--- src/rtl/mlx_pkg.sv ---
package mlx_pkg;

  localparam int WIN_W = 4;
  localparam int SLV_W = 3;

  localparam logic [SLV_W-1:0] SL_SRAM0  = 3'd0;
  localparam logic [SLV_W-1:0] SL_SRAM1  = 3'd1;
  localparam logic [SLV_W-1:0] SL_ROMUSB = 3'd2;
  localparam logic [SLV_W-1:0] SL_EXTBUS = 3'd3;
  localparam logic [SLV_W-1:0] SL_PERIPH = 3'd4;

  localparam logic [WIN_W-1:0] WIN_SRAM0 = 4'h2;
  localparam logic [WIN_W-1:0] WIN_ROM   = 4'h4;
  localparam logic [WIN_W-1:0] WIN_EXT   = 4'h6;

  // One 5-bit row per master, bit s set when slave s is wired (master 0 lowest).
  localparam logic [29:0] CONN_DEFAULT = {5'b01011, 5'b01011, 5'b01011,
                                          5'b11011, 5'b11111, 5'b01111};

  typedef struct packed {
    logic             hit;
    logic [SLV_W-1:0] slv;
    logic [WIN_W-1:0] win;
  } route_t;

  // Shared memory map: window nibble -> target slave and rewritten window.
  function automatic route_t route_window(input logic [WIN_W-1:0] win,
                                          input logic boot_ext,
                                          input logic remapped);
    route_t r;
    r.hit = 1'b1;
    r.win = win;
    r.slv = SL_EXTBUS;
    case (win)
      4'h0: begin
        if (remapped) begin
          r.slv = SL_SRAM0;  r.win = WIN_SRAM0;
        end else if (boot_ext) begin
          r.slv = SL_EXTBUS; r.win = WIN_EXT;
        end else begin
          r.slv = SL_ROMUSB; r.win = WIN_ROM;
        end
      end
      4'h1:       r.hit = 1'b0;
      4'h2:       r.slv = SL_SRAM0;
      4'h3:       r.slv = SL_SRAM1;
      4'h4, 4'h5: r.slv = SL_ROMUSB;
      4'hF:       r.slv = SL_PERIPH;
      default:    r.slv = SL_EXTBUS;
    endcase
    return r;
  endfunction

endpackage

--- src/rtl/mlx_decoder.sv ---
module mlx_decoder #(
  parameter int AW = 24,
  parameter int NS = 5,
  parameter logic [NS-1:0] CONN_ROW = '1
) (
  input  logic          valid_i,
  input  logic [AW-1:0] addr_i,
  input  logic          boot_ext_i,
  input  logic          remapped_i,
  output logic [NS-1:0] req_o,
  output logic          err_o,
  output logic [AW-1:0] addr_o
);
  import mlx_pkg::*;

  route_t rt;
  logic   path_open;
  logic   target_ok;

  assign rt        = route_window(addr_i[AW-1 -: WIN_W], boot_ext_i, remapped_i);
  assign path_open = CONN_ROW[rt.slv];
  assign target_ok = rt.hit && path_open;

  always_comb begin
    req_o = '0;
    if (valid_i && target_ok) req_o[rt.slv] = 1'b1;
  end

  assign err_o  = valid_i && !target_ok;
  assign addr_o = {rt.win, addr_i[AW-WIN_W-1:0]};

endmodule

--- src/rtl/mlx_arbiter.sv ---
module mlx_arbiter #(
  parameter int NM = 6,
  localparam int MW = (NM > 1) ? $clog2(NM) : 1,
  localparam int CW = $clog2(NM + 1) + 1
) (
  input  logic          clk,
  input  logic          rst_n,
  input  logic [NM-1:0] req_i,
  input  logic          ready_i,
  output logic [NM-1:0] grant_o,
  output logic [MW-1:0] gidx_o,
  output logic          valid_o
);

  logic [MW-1:0] last_q, lock_idx_q, pick_idx;
  logic          lock_q, pick_found, hold;
  logic          xfer_done, xfer_stall;

  always_comb begin
    int cand;
    pick_found = 1'b0;
    pick_idx   = last_q;
    for (int i = 1; i <= NM; i++) begin
      cand = (int'(last_q) + i) % NM;
      if (!pick_found && req_i[cand]) begin
        pick_found = 1'b1;
        pick_idx   = MW'(cand);
      end
    end
  end

  assign hold       = lock_q && req_i[lock_idx_q];
  assign gidx_o     = hold ? lock_idx_q : pick_idx;
  assign valid_o    = hold || pick_found;
  assign grant_o    = valid_o ? (NM'(1) << gidx_o) : '0;
  assign xfer_done  = valid_o && ready_i;
  assign xfer_stall = valid_o && !ready_i;

  always_ff @(posedge clk) begin
    if (!rst_n) begin
      last_q     <= MW'(NM - 1);
      lock_q     <= 1'b0;
      lock_idx_q <= '0;
    end else if (xfer_done) begin
      last_q <= gidx_o;
      lock_q <= 1'b0;
    end else if (xfer_stall) begin
      lock_q     <= 1'b1;
      lock_idx_q <= gidx_o;
    end else begin
      lock_q <= 1'b0;
    end
  end

  // Wait counters: completions by others seen by each waiting requester.
  for (genvar m = 0; m < NM; m++) begin : g_wait
    logic [CW-1:0] others_q;
    always_ff @(posedge clk) begin
      if (!rst_n) others_q <= '0;
      else if (!req_i[m] || (xfer_done && gidx_o == MW'(m))) others_q <= '0;
      else if (xfer_done) others_q <= others_q + 1'b1;
    end
    assert_rr_bound_R5: assert property (@(posedge clk) disable iff (!rst_n)
      others_q <= CW'(NM - 1));
  end

  assert_grant_to_req_R10: assert property (@(posedge clk) disable iff (!rst_n)
    valid_o |-> req_i[gidx_o]);
  assert_busy_R4: assert property (@(posedge clk) disable iff (!rst_n)
    (|req_i) |-> valid_o);
  assert_hold_R6: assert property (@(posedge clk) disable iff (!rst_n)
    xfer_stall |=> (!req_i[$past(gidx_o)] || (valid_o && gidx_o == $past(gidx_o))));

endmodule

--- src/rtl/mlx_bootmap.sv ---
module mlx_bootmap (
  input  logic clk,
  input  logic rst_n,
  input  logic boot_pin_i,
  input  logic remap_i,
  output logic boot_ext_o,
  output logic remapped_o
);

  logic boot_q, remap_q, live_q;

  always_ff @(posedge clk) begin
    if (!rst_n) begin
      boot_q  <= boot_pin_i;
      remap_q <= 1'b0;
      live_q  <= 1'b0;
    end else begin
      live_q <= 1'b1;
      if (remap_i) remap_q <= 1'b1;
    end
  end

  assign boot_ext_o = boot_q;
  assign remapped_o = remap_q;

  assert_boot_frozen_R7: assert property (@(posedge clk) disable iff (!rst_n)
    live_q |-> $stable(boot_ext_o));
  assert_remap_take_R8: assert property (@(posedge clk) disable iff (!rst_n)
    remap_i |=> remapped_o);
  assert_remap_sticky_R8: assert property (@(posedge clk) disable iff (!rst_n)
    remapped_o |=> remapped_o);

endmodule

--- src/rtl/mlx_crossbar.sv ---
module mlx_crossbar #(
  parameter int NUM_M = 6,
  parameter int NUM_S = 5,
  parameter int AW    = 24,
  parameter int DW    = 32,
  parameter logic [NUM_M*NUM_S-1:0] CONN = mlx_pkg::CONN_DEFAULT,
  localparam int MW = (NUM_M > 1) ? $clog2(NUM_M) : 1
) (
  input  logic                clk,
  input  logic                rst_n,
  input  logic                boot_sel_i,
  input  logic                remap_i,
  input  logic [NUM_M-1:0]    m_valid,
  input  logic [NUM_M*AW-1:0] m_addr,
  input  logic [NUM_M-1:0]    m_we,
  input  logic [NUM_M*DW-1:0] m_wdata,
  output logic [NUM_M-1:0]    m_ready,
  output logic [NUM_M*DW-1:0] m_rdata,
  output logic [NUM_M-1:0]    m_err,
  output logic [NUM_S-1:0]    s_valid,
  output logic [NUM_S*AW-1:0] s_addr,
  output logic [NUM_S-1:0]    s_we,
  output logic [NUM_S*DW-1:0] s_wdata,
  output logic [NUM_S*MW-1:0] s_src,
  input  logic [NUM_S-1:0]    s_ready,
  input  logic [NUM_S*DW-1:0] s_rdata
);

  logic boot_ext, remapped;

  mlx_bootmap u_boot (
    .clk        (clk),
    .rst_n      (rst_n),
    .boot_pin_i (boot_sel_i),
    .remap_i    (remap_i),
    .boot_ext_o (boot_ext),
    .remapped_o (remapped)
  );

  logic [NUM_S-1:0] dreq  [NUM_M];
  logic [AW-1:0]    daddr [NUM_M];
  logic [NUM_M-1:0] derr;
  logic [NUM_M-1:0] col_req [NUM_S];
  logic [NUM_M-1:0] gnt     [NUM_S];
  logic [MW-1:0]    gidx    [NUM_S];
  logic [NUM_S-1:0] slv_fire;

  for (genvar m = 0; m < NUM_M; m++) begin : g_dec
    mlx_decoder #(
      .AW       (AW),
      .NS       (NUM_S),
      .CONN_ROW (CONN[m*NUM_S +: NUM_S])
    ) u_dec (
      .valid_i    (m_valid[m]),
      .addr_i     (m_addr[m*AW +: AW]),
      .boot_ext_i (boot_ext),
      .remapped_i (remapped),
      .req_o      (dreq[m]),
      .err_o      (derr[m]),
      .addr_o     (daddr[m])
    );
  end

  for (genvar s = 0; s < NUM_S; s++) begin : g_slv
    for (genvar m = 0; m < NUM_M; m++) begin : g_col
      assign col_req[s][m] = dreq[m][s];
    end

    mlx_arbiter #(.NM(NUM_M)) u_arb (
      .clk     (clk),
      .rst_n   (rst_n),
      .req_i   (col_req[s]),
      .ready_i (s_ready[s]),
      .grant_o (gnt[s]),
      .gidx_o  (gidx[s]),
      .valid_o (s_valid[s])
    );

    assign slv_fire[s]             = s_valid[s] && s_ready[s];
    assign s_addr[s*AW +: AW]      = s_valid[s] ? daddr[gidx[s]] : '0;
    assign s_we[s]                 = s_valid[s] && m_we[gidx[s]];
    assign s_wdata[s*DW +: DW]     = s_valid[s] ? m_wdata[gidx[s]*DW +: DW] : '0;
    assign s_src[s*MW +: MW]       = gidx[s];

    assert_idle_R10: assert property (@(posedge clk) disable iff (!rst_n)
      s_valid[s] |-> m_valid[gidx[s]]);

    for (genvar m = 0; m < NUM_M; m++) begin : g_pair
      assert_no_leak_R3: assert property (@(posedge clk) disable iff (!rst_n)
        m_err[m] |-> !(s_valid[s] && gidx[s] == MW'(m)));
      if (CONN[m*NUM_S + s] == 1'b0) begin : g_cut
        assert_unwired_R9: assert property (@(posedge clk) disable iff (!rst_n)
          !(s_valid[s] && gidx[s] == MW'(m)));
      end
    end
  end

  for (genvar m = 0; m < NUM_M; m++) begin : g_rsp
    logic          rsp_done;
    logic [DW-1:0] rsp_data;
    always_comb begin
      rsp_done = 1'b0;
      rsp_data = '0;
      for (int s = 0; s < NUM_S; s++) begin
        if (gnt[s][m] && s_ready[s]) begin
          rsp_done = 1'b1;
          rsp_data = s_rdata[s*DW +: DW];
        end
      end
    end
    assign m_ready[m]          = derr[m] || rsp_done;
    assign m_err[m]            = derr[m];
    assign m_rdata[m*DW +: DW] = derr[m] ? '0 : rsp_data;

    assert_err_is_instant_R3: assert property (@(posedge clk) disable iff (!rst_n)
      m_err[m] |-> (m_ready[m] && !rsp_done));
  end

endmodule

--- config.mk ---
export PLATFORM = sky130hd
export DESIGN_NAME = mlx_crossbar
export DESIGN_NICKNAME = d
export VERILOG_FILES = /design/src/rtl/mlx_pkg.sv /design/src/rtl/mlx_decoder.sv /design/src/rtl/mlx_arbiter.sv /design/src/rtl/mlx_bootmap.sv /design/src/rtl/mlx_crossbar.sv
export SDC_FILE = /design/constraint.sdc
export NUM_CORES = 1
export LEC_CHECK = 0
export BUFFER_PORTS_ARGS = -buffer_cell sky130_fd_sc_hd__buf_4
export CAP_MARGIN = 20
export CORE_AREA = 2 2 395 397
export DETAILED_ROUTE_END_ITERATION = 12
export DIE_AREA = 0 0 397 399
export HOLD_SLACK_MARGIN = 0.08
export PLACE_DENSITY_LB_ADDON = 0.08
export RECOVER_POWER = 100
export SLEW_MARGIN = 10
export SYNTH_ARGS = -nofsm -noshare
export SYNTH_HDL_FRONTEND = slang
export SYNTH_SLANG_ARGS = --single-unit
export TNS_END_PERCENT = 30
--- constraint.sdc ---
create_clock -name clk -period 5.1 [get_ports clk]
set_input_delay 0.255 -clock clk [delete_from_list [all_inputs] [get_ports clk]]
set_output_delay 0.255 -clock clk [all_outputs]
set_load 0.02 [all_outputs]
==> metrics.yaml <==
cts_root_buf: "clkbuf_16"
port_buffers: 1018
syn_area_um2: 20470
stdcell_area_um2: 35590
critPathCaptureType: "output port"
crit_type: "reg -> out"
viasPerCell: 4.915
synth_edf_count: 1
insertion_delay_ns: 0.32
tritoncts: "built"
finalHoldViolCount: 0
place.gp.congestion: 0.9159
antenna_left: 0
synth_top_cell_by_area: "mux2i_1"
path_max_fanout: 6
yosys_warnings: 0
async_flop_share: 0
grt_pass1_vias: 29980
cts_sinks: 37
coreArea_um2: 153700
antenna_found_initial: 28
min_path_type: "in -> reg"
nNetsFinal: 4721
arrival_ns: 4.74
track_usage: 0.2244
yosysTopAreaCellShare: 0.1961
drc: 0
cap_violations: 1
grt_first_pass_wirelength_um: 254700
first_iter_violations: 2499
ys_seq_area_frac: 0.03668
fmax_mhz: 200.4
worst_pin_slew_ns: 1.709
grt_max_degree: 59
ioPinCount: 1026
drtPass1Iterations: 9
layout.cells.non_filler: 6207
postPlaceCellArea_um2: 33100
overflow: 0
synthFlopType: "dfxtp_1"
required_ns: 4.85
startpoint_type: "register"
synthTopCellsByArea: "mux2i_1 20%, nand2_1 9.2%, mux2_2 6.3%"
syn_avg_cell_area_um2: 6.891
cts_buffers: 5
ys_ff_latch: 37
rsz0062_at_grt: "true"
drt_wl_total_um: 193600
fp.dieH_um: 399
slew_viol_final: 23
dp_hpwl_um: 152200
violations: "max-capacitance violations, max-slew violations"
finalCriticalPeriod_ns: 4.990
most-common-layout-cells: "1311 x buf_4, 495 x nand2_1, 397 x mux2i_1"
drive_above_1_share: 0.4397
status: "finished with violations"
chipWidth_um: 397
die_area_um2: 158400
area_growth_syn_to_layout_pct: 73.89
wl_per_cell_um: 31.20
clk_pin_slew_worst_paths_ns: 0.07
start_util: 0.1332
clk_path_buf_depth: 2
vias: 30510
dp.cells: 6089
relSlewSlack: -0.1394
fin_skew_ns: 0.01050
setup_viol: 0
htreeDepth: 2
layout_commonest_cell: "buf_4"
period_share: 0.9784
synth_cells: 2970
fp-row-count: 144
synth_cell_types: 110
==> flip-flops by register name, indices dropped and copies added, names as in the netlist <==
register / flops
u_boot.remapped_o: 1
u_boot.boot_ext_o: 1
g_slv.u_arb.lock_idx_q: 15
g_slv.u_arb.lock_q: 5
g_slv.u_arb.last_q: 15
==> path summary, 6_finish.rpt <==
| path | start | endpoint | slack [ns] | cells after the start |
|---|---|---|---|---|
| hold reg to reg | g_slv[4].u_arb.lock_idx_q[2]$_SDFFE_PN0P_ | g_slv[4].u_arb.lock_idx_q[2]$_SDFFE_PN0P_ | 0.44 | 2 |
| setup reg to reg | g_slv[0].u_arb.last_q[2]$_SDFFE_PN1P_ | g_slv[0].u_arb.last_q[0]$_SDFFE_PN1P_ | 0.89 | 18 |
| hold / removal | s_ready[4] | g_slv[4].u_arb.lock_q$_SDFF_PP0_ | 0.14 | 2 |
| setup / recovery | g_slv[1].u_arb.last_q[1]$_SDFFE_PN0P_ | m_rdata[53] | 0.11 | 21 |
==> synth_stat cells, types with 11 or more instances <==
library cell / number
xnor2_1: 11
nor3b_1: 11
buf_2: 78
ha_1: 57
o211ai_1: 17
nor2b_1: 16
mux2i_1: 401
nand2_1: 503
a211oi_1: 26
dfxtp_1: 36
nor3_1: 33
nand2b_1: 12
and2_1: 24
a22o_1: 56
and3_1: 18
nand3b_1: 13
nor2_1: 187
a21o_1: 13
buf_4: 31
a21oi_1: 127
buf_1: 25
clkbuf_1: 155
mux2_2: 114
o221ai_1: 111
nand3_1: 35
o22ai_1: 38
o21ai_1: 31
a311oi_1: 57
inv_1: 119
o21ai_0: 86
a221oi_1: 35
a222oi_1: 58
a31oi_1: 43
nor4_1: 11
a22oi_1: 139
==> worst max-delay path, cell delays in order, from the launching register on <==
cell and delay [ns]:
dfxtp_4 0.37, buf_6 0.13, ha_4 0.16, xor2_2 0.17, buf_4 0.13, ha_1 0.26
o31a_1 0.35, a22o_1 0.26, nand2_2 0.08, o311ai_4 0.11, or2_1 0.27, or4_4 0.44
a31oi_4 0.29, buf_6 0.15, or2_4 0.15, nor3_4 0.05, buf_12 0.16, buf_6 0.12
buf_4 0.12, a221oi_1 0.29, o21ai_1 0.13, buf_4 0.18
==> cell type report <==
type	count	area [µm²]
Fill cell	17320	118100
Multi-Input combinational cell	2516	19150
Timing Repair Buffer	1459	12400
Tap cell	2044	2557
Sequential cell	37	777.0
Inverter	128	498.0
Clock buffer	7	153.9
Antenna cell	15	37.54
Clock inverter	1	8.758
==> stage by stage <==
stage          setup WS (ns)  hold slack (ns)    util  setup TNS, ns
4_1_cts            -0.001309           0.1034  0.2202      -0.001309
6_report              0.1100           0.1413  0.2316              0
5_1_grt             -0.07184           0.1299  0.2315        -0.7718
3_5_place_dp         -0.2429           0.4280  0.2154        -0.5082
3_3_place_gp         -0.3478           0.4240  0.2154        -0.5724
2_1_floorplan        0.03475           0.3343       -              0
==> layer usage <==
| metal | share of wire | GRT usage | vias to the layer above |
|---|---|---|---|
| met1 | 0.43 | 0.2838 | 15300 |
| met4 | 0.033 | 0.06525 | 24 |
| met3 | 0.058 | 0.04304 | 190 |
| met5 | 0.00075 | 0 | - |
| met2 | 0.48 | 0.3840 | 1222 |
| li1 | - | - | 13770 |
==> cell families after synthesis <==
| group | after synthesis | synth area share |
|---|---|---|
| and+or+nand+nor | 948 | 0.2098 |
| adders and majority gates | 57 | 0.03485 |
| muxes | 517 | 0.2611 |
| other | 1 | 0.0001832 |
| AOI/OAI and AO/OA | 968 | 0.3586 |
| xor gates and xnor gates | 17 | 0.007275 |
| buffers and inverters | 425 | 0.09152 |
| DFF | 37 | 0.03668 |
==> what timing repair did <==
| item | 4_1_cts | 5_1_grt |
|---|---|---|
| setup endpoints to repair | 240 | 380 |
| cloned | 2 | 10 |
| setup buffers | 18 | 65 |
| gates resized for setup | 74 | 200 |
| pin swaps | 20 | 78 |
| hold buffers | 0 | 0 |
Power is left out: the tool's default activity adds up to more than one toggle a clock period on the data nets, which glitch-free logic cannot reach.
